===== src/rtl/sps_pkg.sv =====
package sps_pkg;

  // Occupancy of the serializer.
  typedef enum logic {
    SPS_IDLE  = 1'b0,
    SPS_SHIFT = 1'b1
  } sps_state_e;

  // Index width; never zero so a one-bit word still has an index port.
  function automatic int unsigned sps_idx_width(input int unsigned width);
    return (width > 1) ? $clog2(width) : 1;
  endfunction

endpackage


===== src/rtl/sps_handshake.sv =====
module sps_handshake
  import sps_pkg::*;
(
  input  logic clk,
  input  logic rst_n,
  input  logic word_new,
  input  logic bit_adv,
  input  logic last_bit,
  output logic loaded,
  output logic ready,
  output logic load_en,
  output logic reload,
  output logic step_en
);

  sps_state_e state_q, state_d;
  logic       consume;
  logic       finish;

  assign loaded  = (state_q == SPS_SHIFT);
  assign consume = loaded & bit_adv;
  assign finish  = consume & last_bit;
  assign ready   = ~loaded | finish;
  assign load_en = word_new & ready;
  assign reload  = load_en | finish;
  assign step_en = consume & ~last_bit;

  always_comb begin
    state_d = state_q;
    if (load_en) begin
      state_d = SPS_SHIFT;
    end else if (finish) begin
      state_d = SPS_IDLE;
    end
  end

  always_ff @(posedge clk or negedge rst_n) begin
    if (!rst_n) begin
      state_q <= SPS_IDLE;
    end else begin
      state_q <= state_d;
    end
  end

endmodule


===== src/rtl/sps_bit_counter.sv =====
module sps_bit_counter #(
  parameter int unsigned WIDTH = 8,
  parameter int unsigned IDX_W = 3
) (
  input  logic             clk,
  input  logic             rst_n,
  input  logic             reload,
  input  logic             step_en,
  output logic [IDX_W-1:0] idx,
  output logic             last_bit
);

  localparam logic [IDX_W-1:0] TOP_IDX = IDX_W'(WIDTH - 1);

  logic [IDX_W-1:0] idx_q;

  always_ff @(posedge clk or negedge rst_n) begin
    if (!rst_n) begin
      idx_q <= TOP_IDX;
    end else if (reload) begin
      idx_q <= TOP_IDX;
    end else if (step_en) begin
      idx_q <= idx_q - 1'b1;
    end
  end

  assign idx      = idx_q;
  assign last_bit = (idx_q == '0);

endmodule


===== src/rtl/sps_word_reg.sv =====
module sps_word_reg #(
  parameter int unsigned WIDTH = 8,
  parameter int unsigned IDX_W = 3
) (
  input  logic             clk,
  input  logic             rst_n,
  input  logic             load_en,
  input  logic [WIDTH-1:0] word_in,
  input  logic             loaded,
  input  logic [IDX_W-1:0] idx,
  output logic             bit_out
);

  logic [WIDTH-1:0] word_q;
  logic             sel_bit;

  always_ff @(posedge clk or negedge rst_n) begin
    if (!rst_n) begin
      word_q <= '0;
    end else if (load_en) begin
      word_q <= word_in;
    end
  end

  generate
    if (WIDTH == 1) begin : g_single
      assign sel_bit = word_q[0];
    end else begin : g_multi
      assign sel_bit = word_q[idx];
    end
  endgenerate

  assign bit_out = loaded & sel_bit;

endmodule


===== src/rtl/bitstream_serializer.sv =====
module bitstream_serializer #(
  parameter int unsigned WIDTH = 8,
  parameter int unsigned IDX_W = sps_pkg::sps_idx_width(WIDTH)
) (
  input  logic             clk,
  input  logic             rst_n,
  input  logic [WIDTH-1:0] word_in,
  input  logic             word_new,
  output logic             word_ready,
  input  logic             bit_adv,
  output logic             bit_out,
  output logic             bit_valid,
  output logic [IDX_W-1:0] bit_idx
);

  logic loaded;
  logic load_en;
  logic reload;
  logic step_en;
  logic last_bit;

  sps_handshake u_hs (
    .clk      (clk),
    .rst_n    (rst_n),
    .word_new (word_new),
    .bit_adv  (bit_adv),
    .last_bit (last_bit),
    .loaded   (loaded),
    .ready    (word_ready),
    .load_en  (load_en),
    .reload   (reload),
    .step_en  (step_en)
  );

  sps_bit_counter #(.WIDTH(WIDTH), .IDX_W(IDX_W)) u_cnt (
    .clk      (clk),
    .rst_n    (rst_n),
    .reload   (reload),
    .step_en  (step_en),
    .idx      (bit_idx),
    .last_bit (last_bit)
  );

  sps_word_reg #(.WIDTH(WIDTH), .IDX_W(IDX_W)) u_word (
    .clk     (clk),
    .rst_n   (rst_n),
    .load_en (load_en),
    .word_in (word_in),
    .loaded  (loaded),
    .idx     (bit_idx),
    .bit_out (bit_out)
  );

  assign bit_valid = loaded;

endmodule


===== config.mk =====
export PLATFORM = sky130hd
export DESIGN_NAME = bitstream_serializer
export DESIGN_NICKNAME = d
export VERILOG_FILES = /design/src/rtl/sps_pkg.sv /design/src/rtl/sps_handshake.sv /design/src/rtl/sps_bit_counter.sv /design/src/rtl/sps_word_reg.sv /design/src/rtl/bitstream_serializer.sv
export SDC_FILE = /design/constraint.sdc
export NUM_CORES = 1
export LEC_CHECK = 0
export BUFFER_PORTS_ARGS = -buffer_cell sky130_fd_sc_hd__buf_2
export CAP_MARGIN = 20
export CORE_MARGIN = 8
export CORE_UTILIZATION = 43
export CTS_CLUSTER_SIZE = 28
export DETAILED_ROUTE_END_ITERATION = 12
export PLACE_DENSITY = 0.81
export SYNTH_ARGS = -nofsm -noshare
export SYNTH_HDL_FRONTEND = slang
export SYNTH_HIERARCHICAL = 1
export SYNTH_SLANG_ARGS = --single-unit

===== constraint.sdc =====
create_clock -name clk -period 1.84 [get_ports clk]
set_clock_uncertainty 0.1 [all_clocks]
set_input_delay 0.092 -clock clk [delete_from_list [all_inputs] [get_ports clk]]
set_output_delay 0.092 -clock clk [all_outputs]
set_load 0.005 [all_outputs]

Word-level counts from Yosys, hierarchy flattened:

Cells that the tools add are included.

* register bits: 12
* input bits: 12
* output and inout bits: 6
* word-level logic and storage cells: 23

* $add $sub $neg: 1
* magnitude comparators: 1
* multiplexer cells: 6
* bitwise logic cells: 9
* reduce and logical (&&, ||, !) cells: 3

Operator list (number)
* two-way mux 3 bit: 2
* AND 1 bit: 5
* < comparator 3 x 4 -> 1 bit (second input constant): 1
* nonzero test 2 bit: 2
* binary-select mux 1 bit (select 3 bit): 1
* logical NOT 3 bit: 1
* two-way mux 1 bit: 3
* subtractor 3 x 1 -> 3 bit (second input constant): 1
* inverter 1 bit: 2
* OR 1 bit: 2

Logic depth before layout (Yosys ltp):

Gate-level depths: netlist of run 1.

* depth after elaboration: 6
* mapped depth: 7
* mapped depth without buffers: 6

Modules after synthesis:

Netlist of run 1, hierarchy kept.

Modules (own cells, without submodules)
* sps_word_reg: instances 1, cells each 24, area an instance 366.6 µm², seq. area each 200.2 µm²
* sps_bit_counter: instances 1, cells each 16, area an instance 165.2 µm², seq. area each 78.8 µm²
* sps_handshake: instances 1, cells each 10, area an instance 71.3 µm², seq. area each 25.0 µm²

Worst setup path before layout of run 1:

No wires, ideal clock.

* kind: reg-to-reg
* start point: register u_cnt.idx_q[0], in the netlist u_cnt/idx[0]
* end point: register u_word.word_q[0]
* setup time: 0.125 ns
* arrival time: 1.612 ns
* required time: 1.615 ns
* path slack: 0.004 ns
* cell stages (with the launch flop): 8
* path buffers: 1
* clock period less this slack: 1.836 ns
* cell sequence: dfstp_2 > inv_1 > ha_1 > ha_1 > a21boi_2 > nor2_1 > buf_2 > mux2_2

* word-level cells in the longest chain between the ends: 4

RTL lines
* from (decl): RTL line sps_bit_counter.sv:15 `logic [IDX_W-1:0] idx_q;`
* from (signal assigned): RTL line sps_bit_counter.sv:23 `idx_q <= idx_q - 1'b1;`
* logical NOT 3 bit: RTL line sps_bit_counter.sv:28 `assign last_bit = (idx_q == '0);`
* named net last_bit: RTL line bitstream_serializer.sv:20 `logic last_bit;`
* AND 1 bit: RTL line sps_handshake.sv:22 `assign finish = consume & last_bit;`
* OR 1 bit: RTL line sps_handshake.sv:23 `assign ready = ~loaded | finish;`
* AND 1 bit: RTL line sps_handshake.sv:24 `assign load_en = word_new & ready;`
* named net load_en: RTL line bitstream_serializer.sv:17 `logic load_en;`
* to (signal assigned): RTL line sps_word_reg.sv:21 `word_q <= word_in;`
* to (decl): RTL line sps_word_reg.sv:14 `logic [WIDTH-1:0] word_q;`

The timed path passes the listed nets, and every way through them passes these cells.
A chain may end at the register's enable or synchronous reset.

Worst setup path after layout of run 1:

* start point: register u_cnt.idx_q[2], in the netlist u_cnt/idx[2]
* end point: output bit_out

* word-level cells in the longest chain between the ends: 3

RTL lines
* binary-select mux 1 bit (select 3 bit): RTL line sps_word_reg.sv:29 `assign sel_bit = word_q[idx];`
* two-way mux 1 bit (not written as such): RTL line sps_word_reg.sv:29
* AND 1 bit: RTL line sps_word_reg.sv:33 `assign bit_out = loaded & sel_bit;`
* to (decl): RTL line bitstream_serializer.sv:11 `output logic bit_out,`

Every way passes these cells. The select of a mux whose other input is x is not followed.

==> metrics, run 1 <==
status=completed; total negative setup slack=0 ns; critical path class=reg2out; Worst Tran Pin Value=0.3375 ns; fin cells=100; MaxCap Viol Count=0; Switch Pwr=372.9 uW; CP Data Required Time=1.65 ns; VDD IR max=0.6934 mV; Sw Ratio=31.22%; Total Routing Usage GR=9.475%; Die W=53.45 um; clock sinks=12; Bufs on Longest Clock Path=2; Skew-Pair Late Insertion Delay=0.27 ns; area of the multi-input gates=287.8 um^2; Layout Area Growth over Synthesis=46.27%; fmax=0.5443 GHz; Leak Pwr=0.4452 nW; number of cells produced by synthesis=50; vias=485; endpoints failing setup=0; Max-slew headroom=77.26%; initial antenna violation count=0; final global-route overflow total=0; CTS tree=built; Post-DP HPWL=1.012 mm; GR peak layer=met2; Synth Net Count=64; sequential fraction of design power=40.4%; Final Hold Viols=0; Synth warnings=6; CTS buffer count=3; die area=2857 um^2; sequential share of the synthesized area=50.41%; first-pass GRT wire length=2.001 mm; Final ANT Viol Nets=0; Avg Inst Size Synth=12.06 um^2; drt total wl=1.318 mm; placed cell count=85; worst slack, placed=-0.1037 ns; std cell rows=13; GR met2 Demand/Resource=16.80%; vias in the first global route=510; Max Transition Viols Final=0; CTS Root Cell=clkbuf_4; internal power=821.4 uW; IO buf count=17; DRT iter0 DRCs=12; Clock power frac=14.0%; Gate power share=45.6%; via density per instance=4.850; Starting Density=46.35%; Worst Setup End Kind=primary output; flop2flop setup slack=0.12 ns; commonest cells after routing, fill and taps aside=buf_2, dlygate4sd3_1, dfrtp_1, mux2_2, inv_1; Die Y=53.45 um; total chip power=1.194 mW; share of layout cells above drive strength 1=49.41%; CP Launch Type=register; diodes inserted=0; CP Max Fanout=5; Critical path origin=u_cnt/idx[2]$_DFFE_PN1P_; clock slew at reported path FFs=0.08 ns; critical path endpoint=bit_out; Synth Register Bits=12; routability cong.=0.7489; met1 GRT Util=9.385%; Period Utilization, post-route=99.84%; Synth Cell Area=603.1 um^2; met3 usage=2.521%; Synth cell types=19; # DRC=0; crit path time final=1.837 ns; reg-to-reg startpoint=u_cnt/idx[0]$_DFFE_PN1P_; RSZ-0062 raised after global routing=true; commonest non-fill, non-tap cell in the layout=buf_2; Ports=18; fillers=112; drt first pass iters=4; Post-layout nets=100; Crit path arrival time=1.65 ns; Sequential cell area=304.0 um^2; r2r endpoint=u_word/word_q[3]$_DFFE_PN0P_; P per Cell Area=1354 nW/um^2; R2R cell count=6; worst hold-check path type=in2async; CTS H-tree lvls=1; core area=1301 um^2; DR WL/cell=13.18 um; Final WS setup=0.002854 ns; pin count of the biggest net entering global routing=13
critical path: stages, from the launching register on:
cell,delay (ns)
dfstp_2,0.58
mux4_2,0.51
nor2_1,0.10
a311oi_1,0.05
buf_2,0.14
layer usage:
metal  wire length, um  up-vias
met5                 0        -
met2               657       17
met4                15        0
li1                  -      238
met3               103        2
met1               541      228
kinds of logic (layout without fill, tap and decap cells):
family	count (synthesis)	count (layout)	synth area share (%)
and+or+nand+nor	11	11	8.714
muxes	11	11	22.82
buffers and inverters	7	42	4.563
AOI/OAI and AO/OA	6	6	7.883
adders and majority gates	2	2	4.149
DFF	12	12	50.42
xor gates and xnor gates	1	1	1.453
cell usage after synthesis, drive strengths merged:
cell type | number | area, um^2
nand3 | 1 | 5.000
xnor2 | 1 | 8.760
o21ai | 1 | 5.000
a21boi | 1 | 11.26
or2 | 3 | 18.77
ha | 2 | 25.02
o31ai | 1 | 7.510
inv | 6 | 22.52
dfrtp | 9 | 225.2
mux2i | 1 | 10.01
a21o | 2 | 15.01
nor2 | 3 | 11.26
buf | 1 | 5.000
a311oi | 1 | 8.760
nand2b | 1 | 6.260
mux2 | 9 | 101.4
mux4 | 1 | 26.28
nand2 | 3 | 11.26
dfstp | 3 | 78.83
power by group through the flow:
stage	clock network (mW)	registers, mW	logic, mW
2_1_floorplan	0	0.485	0.301
3_3_place_gp	0	0.479	0.473
3_5_place_dp	0	0.489	0.496
4_1_cts	0.175	0.487	0.515
5_1_grt	0.183	0.497	0.593
6_report	0.167	0.483	0.545
worst min-delay path by stage:
stage          startpoint  cells after the start                           end
6_report            rst_n                      2  u_word/word_q[4]$_DFFE_PN0P_
5_1_grt             rst_n                      2  u_word/word_q[0]$_DFFE_PN0P_
4_1_cts             rst_n                      2  u_word/word_q[4]$_DFFE_PN0P_
3_5_place_dp        rst_n                      1       u_hs/loaded$_DFFE_PN0P_
3_3_place_gp        rst_n                      1       u_hs/loaded$_DFFE_PN0P_
2_1_floorplan       rst_n                      0       u_hs/loaded$_DFFE_PN0P_
area by class of cell:
class / count / area share, %
Tap cell: 15 / 2.128
Multi-Input combinational cell: 31 / 32.62
Sequential cell: 12 / 34.47
Timing Repair Buffer: 32 / 25.25
Clock buffer: 4 / 2.979
Inverter: 6 / 2.553
registers in the layout, indices dropped and copies added (netlist names):
name,flops
u_word/word_q,8
u_cnt/idx,3
u_hs/loaded,1
what timing repair did:
action | in CTS | in global routing
setup buffers | 0 | 2
hold endpoints to repair | 21 | 0
pin swaps | 1 | 0
endpoints found under the setup margin | 10 | 2
gates resized for setup | 3 | 3
hold buffers | 10 | 0
metrics by stage:
stage / util, % / cell area [um^2] / hold WS (ns)
2_1_floorplan: - / 603.1 / -0.3036
3_3_place_gp: 56.25 / 732.0 / -0.1197
3_5_place_dp: 56.25 / 732.0 / -0.1165
4_1_cts: 65.48 / 852.1 / 0.1157
5_1_grt: 67.79 / 882.1 / 0.1436
6_report: 67.79 / 882.1 / 0.1176
(Power assumes the default switching activity.)
==> inputs of run 2 (changes only) <==
- ABC_AREA: unset -> 1
- RECOVER_POWER: unset -> 50
==> run 2 against run 1 <==
Fmax is 5.9% higher. Power is 9.0% higher. Synthesized area is 2.3% higher. Hold slack worse by 0.058 ns. Core utilization is 1.4 points lower. Combinational power is 15% higher. Via count is 30% higher. Register-to-register slack better by 0.04 ns. Worst setup slack better by 0.10 ns. Die area is 1.6% higher. Sequential power is 3% lower. Critical endpoint is now word_ready. Largest power group unchanged.
==> metrics, run 2 <==
status=completed; Largest register FFs=8 (unchanged); clock sinks=12 (unchanged); worst slack, placed=0.1386 ns (+0.2423 ns); CP Max Fanout=3 (-2); pin count of the biggest net entering global routing=17 (+4); area leader, netlist=dfrtp_1; number of enable flip-flop cells after synthesis=0 (unchanged); sequential share of the synthesized area=49.29% (-1.1 points); ys async rst share=100.0% (unchanged); Starting Density=46.82% (+0.47 points); CP Launch Type=register; flop2flop setup slack=0.16 ns (+0.04 ns); Worst Tran Pin Value=0.6200 ns (+0.2825 ns); endpoints failing setup=0 (unchanged); total negative setup slack=0 ns (unchanged); Synth cell types=11 (-8); Die W=53.88 um (+0.80%); CTS Root Cell=clkbuf_4; Synth area leaders=dfrtp_1, nand2_1, dfstp_2; RSZ-0062 raised after global routing=false; drt first pass iters=4 (unchanged); Die Y=53.88 um (+0.80%); Synth Register Bits=12 (unchanged); Commonest cells post-synth=nand2_1, inv_1, dfrtp_1, nand3_1, o21ai_0; Max-slew headroom=58.67% (-19 points); diodes inserted=0 (unchanged); VDD IR max=0.7045 mV (+1.6%); core area=1318 um^2 (+1.2%); GR met2 Demand/Resource=17.37% (+0.58 points); fmax=0.5766 GHz (+5.9%); Max Transition Viols Final=0 (unchanged); Bufs on Longest Clock Path=2 (unchanged); Layout Area Growth over Synthesis=41.78%; crit path time final=1.734 ns (-0.1028 ns); Hold Path Stages=4; area of the multi-input gates=242.7 um^2 (-16%); Synth Cell Area=616.8 um^2 (+2.3%); CTS H-tree lvls=1 (unchanged); Avg Inst Size Synth=7.343 um^2 (-39%); die area=2903 um^2 (+1.6%); CP Data Required Time=1.65 ns (about the same); GR peak layer=met2; initial antenna violation count=0 (unchanged); Synth Net Count=98 (+53%); Synth warnings=6 (unchanged); reg-to-reg startpoint=u_cnt/idx[0]$_DFFE_PN1P_; vias=630 (+30%); post-synth top area share=36.51% (-0.83 points); via density per instance=4.773 (-1.6%); Post-layout nets=132 (+32%); Ports=18 (unchanged); Final WS setup=0.1056 ns (+0.1028 ns); P per Cell Area=1489 nW/um^2 (+10%); vias in the first global route=608 (+19%); worst hold-check path type=in2reg; Endpoint, Worst Hold=u_hs/loaded$_DFFE_PN0P_; commonest non-fill, non-tap cell in the layout=nand2_1; r2r endpoint=u_word/word_q[4]$_DFFE_PN0P_; Leak Pwr=0.4829 nW (+8.5%); most common cell in the netlist=nand2_1; met3 usage=2.479% (-0.042 points); MaxCap Viol Count=0 (unchanged); CTS tree=built; std cell rows=13 (unchanged); DRT iter0 DRCs=11 (-1); Sequential cell area=304.0 um^2 (unchanged); R2R cell count=8 (+2); met1 GRT Util=13.83% (+4.4 points); Crit path arrival time=1.54 ns (-0.11 ns); Worst Setup End Kind=primary output; Final Hold Viols=0 (unchanged); final global-route overflow total=0 (unchanged); Skew-Pair Late Insertion Delay=0.27 ns (about the same); critical path class=reg2out; # DRC=0 (unchanged); Final ANT Viol Nets=0 (unchanged); CTS buffer count=3 (unchanged); fillers=113 (+0.89%); number of cells produced by synthesis=84 (+68%); share of layout cells above drive strength 1=23.08% (-26 points); hold_sp=bit_adv; drt total wl=1.376 mm (+4.4%); commonest cells after routing, fill and taps aside=nand2_1, inv_1, buf_2; IO buf count=17 (unchanged); clock slew at reported path FFs=0.08 ns (about the same); Total Routing Usage GR=10.82% (+1.3 points); largest reg by FF count=u_word/word_q; DR WL/cell=10.42 um (-21%); first-pass GRT wire length=2.366 mm (+18%); routability cong.=0.7387 (-1.4%); Post-DP HPWL=974.1 um (-3.8%); Post-synth top flop=dfrtp_1; Period Utilization, post-route=94.26% (-5.6 points)
-- run 2: worst max-delay path by stage --
stage	from	end	cells past startpoint
finish	u_cnt/idx[0]$_DFFE_PN1P_	word_ready	6
global route	u_cnt/idx[0]$_DFFE_PN1P_	word_ready	6
CTS	u_cnt/idx[0]$_DFFE_PN1P_	word_ready	6
detailed placement	u_cnt/idx[0]$_DFFE_PN1P_	u_word/word_q[1]$_DFFE_PN0P_	8
global placement	u_cnt/idx[0]$_DFFE_PN1P_	u_word/word_q[7]$_DFFE_PN0P_	8
floorplan	u_cnt/idx[0]$_DFFE_PN1P_	u_word/word_q[4]$_DFFE_PN0P_	8
-- run 2: stage by stage --
step	hold slack [ns]	util (%)	power, mW	cell area [um^2]	std cells
after floorplan	-0.3036	-	0.8679	616.8	84
after global placement	-0.1222	56.03	1.065	738.2	118
after detailed placement	-0.1202	56.03	1.082	738.2	118
after CTS	0.04375	66.38	1.310	874.6	132
after global routing	0.08890	66.38	1.441	874.6	132
final	0.05960	66.38	1.302	874.6	132
-- run 2: repair_timing --
item / in CTS / in global routing
setup buffers: 0 / 0
endpoints found under the setup margin: 0 / 9
hold endpoints to repair: 21 / 0
hold buffers: 10 / 0
gates resized for setup: 0 / 4
-- run 2: cell type report --
cell class | instances | area share [%]
flip-flops and latches | 12 | 34.76
multi-input cells | 52 | 27.75
repair buffers | 30 | 23.03
inverters | 19 | 8.155
clock buffers | 4 | 4.149
well taps | 15 | 2.146
-- run 2: cells by family after synthesis --
| family | Yosys count | synth area share, % |
|---|---|---|
| adders and majority gates | 2 | 4.056 |
| AOI/OAI and AO/OA | 10 | 8.112 |
| DFF | 12 | 49.29 |
| buffers and inverters | 20 | 12.37 |
| and+or+nand+nor | 40 | 26.17 |
-- run 2: power breakdown --
part	switching, mW	total (mW)	internal [mW]
registers	0.0561	0.468	0.412
clock network	0.0884	0.209	0.120
logic	0.358	0.626	0.268
-- run 2: per-layer routing --
layer  vias up  part of all wire [%]
met3         2                   5.6
met1       289                    47
li1        321                     -
met5         -                     0
met2        18                    47
met4         0                   1.0
-- run 2: worst max-delay path, stage by stage (launching register included) --
cell and delay (ns):
dfstp_2 0.53, inv_1 0.05, ha_1 0.20, ha_2 0.20, nand3_1 0.09, nand2_1 0.07, buf_2 0.13
